<file path="src/rtl/bbPkg.sv">
`timescale 1ns/1ps
package bbPkg;
  localparam int DATA_W = 32;
  localparam int BIT_W = $clog2(DATA_W);
  localparam logic [1:0] SIZE_WORD = 2'd2;

  typedef enum logic [1:0] {ST_IDLE, ST_READ, ST_WRITE} bbState_e;

  typedef struct packed {
    logic passThru;
    logic capture;
    logic issueRd;
    logic issueWr;
    logic keepWord;
    logic respond;
    logic lockOn;
    logic flagErr;
  } bbStrobe_t;
endpackage

</file>
<file path="src/rtl/bbAddrMap.sv">
`timescale 1ns/1ps
module bbAddrMap #(
  parameter logic [31:0] REGION0 = 32'h2000_0000,
  parameter logic [31:0] REGION1 = 32'h4000_0000,
  parameter logic [31:0] ALIAS0  = 32'h2200_0000,
  parameter logic [31:0] ALIAS1  = 32'h4200_0000,
  parameter int ALIAS_BITS = 25
) (
  input  logic [31:0] addr,
  output logic        aliasHit,
  output logic        misaligned,
  output logic [31:0] target,
  output logic [bbPkg::BIT_W-1:0] bitIdx
);
  import bbPkg::*;
  localparam int IDX_LO  = 2;
  localparam int WORD_LO = IDX_LO + BIT_W;
  localparam int OFF_W   = ALIAS_BITS - WORD_LO + 2;
  localparam logic [31:0] REGIONS [2] = '{REGION0, REGION1};
  localparam logic [31:0] ALIASES [2] = '{ALIAS0, ALIAS1};

  logic [1:0] hitVec;
  logic [31:0] tgtVec [2];
  logic [OFF_W-1:0] wordOff;

  assign wordOff = {addr[ALIAS_BITS-1:WORD_LO], 2'b00};

  for (genvar g = 0; g < 2; g++) begin : g_win
    assign hitVec[g] = (addr[31:ALIAS_BITS] == ALIASES[g][31:ALIAS_BITS]);
    assign tgtVec[g] = REGIONS[g] | {{(32-OFF_W){1'b0}}, wordOff};
  end

  assign aliasHit   = |hitVec;
  assign misaligned = (addr[1:0] != 2'b00);
  assign target     = hitVec[1] ? tgtVec[1] : tgtVec[0];
  assign bitIdx     = addr[WORD_LO-1:IDX_LO];
endmodule

</file>
<file path="src/rtl/bbCtrl.sv">
`timescale 1ns/1ps
module bbCtrl (
  input  logic clk,
  input  logic rstN,
  input  logic upReq,
  input  logic upWrite,
  input  logic aliasHit,
  input  logic misaligned,
  input  logic dnReady,
  output bbPkg::bbStrobe_t strobe,
  output logic upReady,
  output logic busy
);
  import bbPkg::*;
  bbState_e state, nextState;
  logic isWr;

  always_ff @(posedge clk) begin
    if (!rstN) begin
      state <= ST_IDLE;
      isWr  <= 1'b0;
    end else begin
      state <= nextState;
      if (strobe.capture) isWr <= upWrite;
    end
  end

  always_comb begin
    strobe    = '0;
    upReady   = 1'b0;
    nextState = state;
    case (state)
      ST_IDLE: begin
        if (!aliasHit) begin
          strobe.passThru = 1'b1;
          upReady = upReq && dnReady;
        end else if (upReq && misaligned) begin
          strobe.flagErr = 1'b1;
          upReady = 1'b1;
        end else if (upReq) begin
          strobe.capture = 1'b1;
          nextState = ST_READ;
        end
      end
      ST_READ: begin
        strobe.issueRd = 1'b1;
        strobe.lockOn  = isWr;
        if (dnReady) begin
          if (isWr) begin
            strobe.keepWord = 1'b1;
            nextState = ST_WRITE;
          end else begin
            strobe.respond = 1'b1;
            upReady = 1'b1;
            nextState = ST_IDLE;
          end
        end
      end
      ST_WRITE: begin
        strobe.issueWr = 1'b1;
        strobe.lockOn  = 1'b1;
        if (dnReady) begin
          strobe.respond = 1'b1;
          upReady = 1'b1;
          nextState = ST_IDLE;
        end
      end
      default: nextState = ST_IDLE;
    endcase
  end

  assign busy = (state != ST_IDLE);

  // a write phase is only entered from a completed read phase
  assert_write_after_read_R6: assert property (@(posedge clk) disable iff (!rstN)
    (state == ST_WRITE && $past(state) != ST_WRITE) |-> ($past(state) == ST_READ && $past(dnReady)));
endmodule

</file>
<file path="src/rtl/bbDatapath.sv">
`timescale 1ns/1ps
module bbDatapath (
  input  logic clk,
  input  logic rstN,
  input  bbPkg::bbStrobe_t strobe,
  input  logic        upReq,
  input  logic        upWrite,
  input  logic [31:0] upAddr,
  input  logic [1:0]  upSize,
  input  logic [31:0] upWdata,
  input  logic [31:0] target,
  input  logic [bbPkg::BIT_W-1:0] bitIdx,
  input  logic [31:0] dnRdata,
  output logic        dnReq,
  output logic        dnWrite,
  output logic [31:0] dnAddr,
  output logic [1:0]  dnSize,
  output logic [31:0] dnWdata,
  output logic        dnLock,
  output logic [31:0] upRdata,
  output logic        upError
);
  import bbPkg::*;
  logic [31:0] tgtQ, wordQ;
  logic [BIT_W-1:0] idxQ;
  logic bitQ;

  always_ff @(posedge clk) begin
    if (!rstN) begin
      tgtQ  <= '0;
      wordQ <= '0;
      idxQ  <= '0;
      bitQ  <= 1'b0;
    end else begin
      if (strobe.capture) begin
        tgtQ <= target;
        idxQ <= bitIdx;
        bitQ <= upWdata[0];
      end
      if (strobe.keepWord)
        wordQ <= (dnRdata & ~(32'd1 << idxQ)) | ({31'd0, bitQ} << idxQ);
    end
  end

  always_comb begin
    dnReq = 1'b0; dnWrite = 1'b0; dnAddr = '0; dnSize = '0; dnWdata = '0;
    if (strobe.passThru) begin
      dnReq = upReq; dnWrite = upWrite; dnAddr = upAddr;
      dnSize = upSize; dnWdata = upWdata;
    end else if (strobe.issueRd) begin
      dnReq = 1'b1; dnAddr = tgtQ; dnSize = SIZE_WORD;
    end else if (strobe.issueWr) begin
      dnReq = 1'b1; dnWrite = 1'b1; dnAddr = tgtQ;
      dnSize = SIZE_WORD; dnWdata = wordQ;
    end
  end

  always_comb begin
    upRdata = '0;
    if (strobe.passThru) upRdata = dnRdata;
    else if (strobe.respond && strobe.issueRd) upRdata = {31'd0, dnRdata[idxQ]};
  end

  assign dnLock  = strobe.lockOn;
  assign upError = strobe.flagErr;

  // the written word differs from the word just read in at most one bit
  assert_single_bit_change_R4: assert property (@(posedge clk) disable iff (!rstN)
    ($past(strobe.keepWord) && strobe.issueWr) |-> ($countones(dnWdata ^ $past(dnRdata)) <= 1));
endmodule

</file>
<file path="src/rtl/bitbandRemap.sv">
`timescale 1ns/1ps
module bitbandRemap #(
  parameter logic [31:0] REGION0 = 32'h2000_0000,
  parameter logic [31:0] REGION1 = 32'h4000_0000,
  parameter logic [31:0] ALIAS0  = 32'h2200_0000,
  parameter logic [31:0] ALIAS1  = 32'h4200_0000,
  parameter int ALIAS_BITS = 25
) (
  input  logic        clk,
  input  logic        rstN,
  input  logic        upReq,
  input  logic        upWrite,
  input  logic [31:0] upAddr,
  input  logic [1:0]  upSize,
  input  logic [31:0] upWdata,
  output logic [31:0] upRdata,
  output logic        upReady,
  output logic        upError,
  output logic        dnReq,
  output logic        dnWrite,
  output logic [31:0] dnAddr,
  output logic [1:0]  dnSize,
  output logic [31:0] dnWdata,
  input  logic [31:0] dnRdata,
  input  logic        dnReady,
  output logic        dnLock
);
  import bbPkg::*;
  bbStrobe_t strobe;
  logic aliasHit, misaligned, busy;
  logic [31:0] target;
  logic [BIT_W-1:0] bitIdx;

  bbAddrMap #(.REGION0(REGION0), .REGION1(REGION1), .ALIAS0(ALIAS0),
              .ALIAS1(ALIAS1), .ALIAS_BITS(ALIAS_BITS)) u_map (
    .addr(upAddr), .aliasHit(aliasHit), .misaligned(misaligned),
    .target(target), .bitIdx(bitIdx));

  bbCtrl u_ctrl (
    .clk(clk), .rstN(rstN), .upReq(upReq), .upWrite(upWrite),
    .aliasHit(aliasHit), .misaligned(misaligned), .dnReady(dnReady),
    .strobe(strobe), .upReady(upReady), .busy(busy));

  bbDatapath u_dp (
    .clk(clk), .rstN(rstN), .strobe(strobe), .upReq(upReq), .upWrite(upWrite),
    .upAddr(upAddr), .upSize(upSize), .upWdata(upWdata), .target(target),
    .bitIdx(bitIdx), .dnRdata(dnRdata), .dnReq(dnReq), .dnWrite(dnWrite),
    .dnAddr(dnAddr), .dnSize(dnSize), .dnWdata(dnWdata), .dnLock(dnLock),
    .upRdata(upRdata), .upError(upError));

  // every downstream write produced by an alias access is locked
  assert_lock_on_rmw_write_R5: assert property (@(posedge clk) disable iff (!rstN)
    (busy && dnReq && dnWrite) |-> dnLock);
  // an alias write only completes upstream together with its downstream write
  assert_ready_after_write_R6: assert property (@(posedge clk) disable iff (!rstN)
    (busy && upReq && upWrite && upReady) |-> (dnReq && dnWrite && dnReady));
  // an error response never issues a downstream request
  assert_error_no_request_R7: assert property (@(posedge clk) disable iff (!rstN)
    upError |-> (upReady && !dnReq));
  // alias read data carries only bit 0
  assert_read_single_bit_R3: assert property (@(posedge clk) disable iff (!rstN)
    (busy && upReady && !upWrite) |-> (upRdata[31:1] == 31'd0));
  // downstream phases of an alias access are word sized
  assert_alias_word_size_R8: assert property (@(posedge clk) disable iff (!rstN)
    (busy && dnReq) |-> (dnSize == SIZE_WORD));
  // outside the windows the access is forwarded in the same cycle
  assert_pass_through_R9: assert property (@(posedge clk) disable iff (!rstN)
    (!busy && !aliasHit && upReq) |-> (dnReq && dnAddr == upAddr && upReady == dnReady && !dnLock));
endmodule

</file>
<file path="config.mk">
export PLATFORM = sky130hd
export DESIGN_NAME = bitbandRemap
export DESIGN_NICKNAME = d
export VERILOG_FILES = /design/src/rtl/bbPkg.sv /design/src/rtl/bbAddrMap.sv /design/src/rtl/bbCtrl.sv /design/src/rtl/bbDatapath.sv /design/src/rtl/bitbandRemap.sv
export SDC_FILE = /design/constraint.sdc
export NUM_CORES = 1
export LEC_CHECK = 0
export BUFFER_PORTS_ARGS = -buffer_cell sky130_fd_sc_hd__buf_2
export CORE_MARGIN = 2
export CORE_UTILIZATION = 38
export CTS_CLUSTER_DIAMETER = 100
export DETAILED_ROUTE_END_ITERATION = 16
export PLACE_DENSITY_LB_ADDON = 0.25
export SLEW_MARGIN = 30
export SYNTH_ARGS = -nofsm -noshare
export SYNTH_HDL_FRONTEND = slang
export SYNTH_SLANG_ARGS = --single-unit
</file>
<file path="constraint.sdc">
create_clock -name clk -period 2.3 [get_ports clk]
set_input_delay 0.345 -clock clk [delete_from_list [all_inputs] [get_ports clk]]
set_output_delay 0.345 -clock clk [all_outputs]
set_load 0.01 [all_outputs]
</file>
==> results by group <==
GRT
  – Global-route wire length before repair: 22.5 mm
  – Initial antenna violation count: 0
  – M2 GR Usage: 0.399
  – Met1 Usage GRT: 0.305
  – Gr ovfl total: 0
  – Global Route met3 Usage: 0.0409
  – All-layer global routing usage: 0.239
  – GRT busiest layer: met2
  – Vias in the first global route: 4705
  – Largest net degree at the start of global routing: 46

Clock network
  – Clock Latency Late Sink: 350 ps
  – Clock Pin Slew Worst Setup and Hold Paths: 70 ps
  – CTS tree: yes
  – Max clock buf depth: 2
  – Clk root buf: clkbuf_8
  – CTS Sinks: 61
  – CTS buffer count: 9
  – CTS H-tree lvls: 3

Synthesis
  – Top_reg_cell synth: dfxtp_1
  – Cell area after synthesis: 4210 µm²
  – Synth area leader: dfxtp_1
  – Top-area cell type share of the netlist area: 0.290
  – Post-Syn Nets: 728
  – FFs w/ async S/R, synth: 0
  – Post-synth EDFFs: 0
  – Commonest cells in the netlist: nand2_1, o21ai_0, dfxtp_1
  – Number of distinct library cells after synthesis: 43
  – Largest cells by area after synthesis: dfxtp_1, nand2_1, o21ai_0
  – Syn_area_per_cell: 6.81 µm²
  – Flip-flop and latch count after synthesis: 61
  – Seq/Total Area, Yosys: 0.290
  – Most common cell in the synthesized netlist: nand2_1
  – Yosys warns: 0
  – Cells after Synth: 619

Timing
  – RSZ-0062 raised after global routing: yes
  – Fin worst setup slack: -291 ps
  – Clock Skew: 10.7 ps
  – Tmin final: 2590 ps
  – Least-Margin Pin Slew: 533 ps
  – F_max: 0.386 GHz
  – Tcrit/Tclk final: 1.13
  – Slew Viols, Final: 0
  – Fin. Hold Viols: 0
  – Relative slew slack: 0.645
  – Final setup viols: 1

Placement
  – DP Wirelength: 10.3 mm
  – Port buffer count: 205
  – Gp weighted congestion: 0.891
  – Cell Area, Placed: 5470 µm²
  – Setup WS pre-CTS: -95.6 ps

Final layout
  – N_diodes: 0
  – Area Overhead vs Synth: 38.2%
  – Final nets: 923
  – Final core utilization: 0.537
  – Final non-filler cell area: 5820 µm²
  – Area of the multi-input gates: 2780 µm²
  – Layout cells sized above 1: 0.342
  – Register Area: 1230 µm²
  – # fillers: 1091

Outcome
  – Outcome: finished with violations
  – Violated checks: negative setup slack

Drt
  – Antenna viol nets, final: 0
  – Via count: 5097
  – # DRC: 0
  – First DRT Iteration DRCs: 270
  – Avg Vias per Cell: 5.32
  – Final wirelength: 14.5 mm
  – Routed len/inst: 15.1 µm
  – Drt pass-1 iters: 4

Die
  – Die Wd: 109 µm
  – # IOs: 206
  – Die height: 109 µm
  – FP Rows: 38
  – Initial Utilization: 0.389
  – Core area: 10800 µm²
  – Die Area: 11900 µm²

Hold path
  – HP Class: in -> reg
  – Hold_sp: upAddr[22]

Setup path
  – CP startpoint kind: register
  – Arr. time, crit path: 2250 ps
  – CP max FO: 4
  – Worst Setup SP: u_dp.idxQ[0]
  – CP endpoint kind: output pin
  – RR Startpoint: u_ctrl.state[1]
  – Required time worst endpoint: 1960 ps
  – Crit Path Category: reg -> out

Power and ir drop
  – Pleak: 2.50 nW
  – Pwr dens: 411 nW/µm²
  – IR drop worst, VDD: 197 µV

Flow run
  – Max-cap violations: 0
==> through the flow <==
step,hold WS [ps],setup TNS (ps),power [mW],cells
final,251,-291,2.39,958
after global routing,251,-355,2.50,958
after CTS,238,-303,2.41,955
after detailed placement,447,-95.6,1.51,934
after global placement,440,-75.8,1.50,934
after floorplan,432,0,1.27,619
==> sequential cells by signal, summed over array words and instances, names as in the netlist <==
name          cells
u_ctrl.isWr       1
u_ctrl.state      2
u_dp.bitQ         1
u_dp.idxQ         5
u_dp.tgtQ        20
u_dp.wordQ       32
==> cell families (layout without fill, tap and decap cells) <==
kind of cell / after synthesis / after routing / share of synthesized area
buffers and inverters: 63 / 262 / 0.0627
xor gates and xnor gates: 1 / 1 / 0.00208
muxes: 31 / 31 / 0.0917
adders and majority gates: 6 / 6 / 0.0178
AOI/OAI and AO/OA: 139 / 139 / 0.198
DFF: 61 / 61 / 0.290
and+or+nand+nor: 318 / 318 / 0.338
==> final cells by class <==
type	instances	share of cell area
repair buffers	241	0.247
flip-flops and latches	61	0.211
clock buffers	14	0.0297
inverters	6	0.00430
well taps	140	0.0301
clock inverters	1	0.000859
multi-input cells	495	0.477
==> timing repair <==
item | 4_1_cts | 5_1_grt
hold buffers | 0 | 0
gates resized for setup | 16 | 16
gates cloned | 2 | 1
endpoints found under the hold margin | 0 | 0
setup endpoints to repair | 45 | 94
pin swaps | 2 | 1
setup buffers | 4 | 2
==> power breakdown <==
part	total (mW)	internal [mW]	switching, mW
clock	0.903	0.474	0.429
sequential	1.06	1.06	0.000563
combinational	0.436	0.208	0.228
total	2.39	1.74	0.658
==> path summary, 6_finish.rpt <==
| kind | cells after the start | to | slack, ps |
|---|---|---|---|
| worst min register to register | 2 | u_dp.tgtQ[8] | 460 |
| worst max-delay path | 5 | upRdata[0] | -290 |
| worst max register to register | 6 | u_dp.wordQ[16] | 420 |
| worst min-delay path | 3 | u_dp.tgtQ[17] | 250 |
==> cells in the final DEF (no fill, tap or decap), drive strengths merged, types with 5 or more instances in the layout <==
| cell type | count |
|---|---|
| a211oi | 16 |
| nand3 | 18 |
| nor3 | 10 |
| mux2i | 24 |
| a311oi | 8 |
| o311ai | 6 |
| o21ai | 68 |
| mux4 | 5 |
| inv | 6 |
| dfxtp | 61 |
| clkbuf | 15 |
| nor2 | 39 |
| nand2 | 183 |
| and2 | 44 |
| a21oi | 29 |
| buf | 240 |
| nor2b | 7 |
| ha | 6 |
==> critical path: stages (launching register included) <==
cell     delay, ps
dfxtp_4        380
mux4_2         520
mux2_4         290
a221o_1        310
a32o_2         280
buf_6          120
==> per-layer routing <==
metal	share of wire	wire, µm	up-vias
li1	-	-	2492
met5	0	0	-
met2	0.47	6820	214
met1	0.42	6130	2361
met4	0.024	344	0
met3	0.084	1210	30
Note: power is estimated with default switching activity, not from simulation.
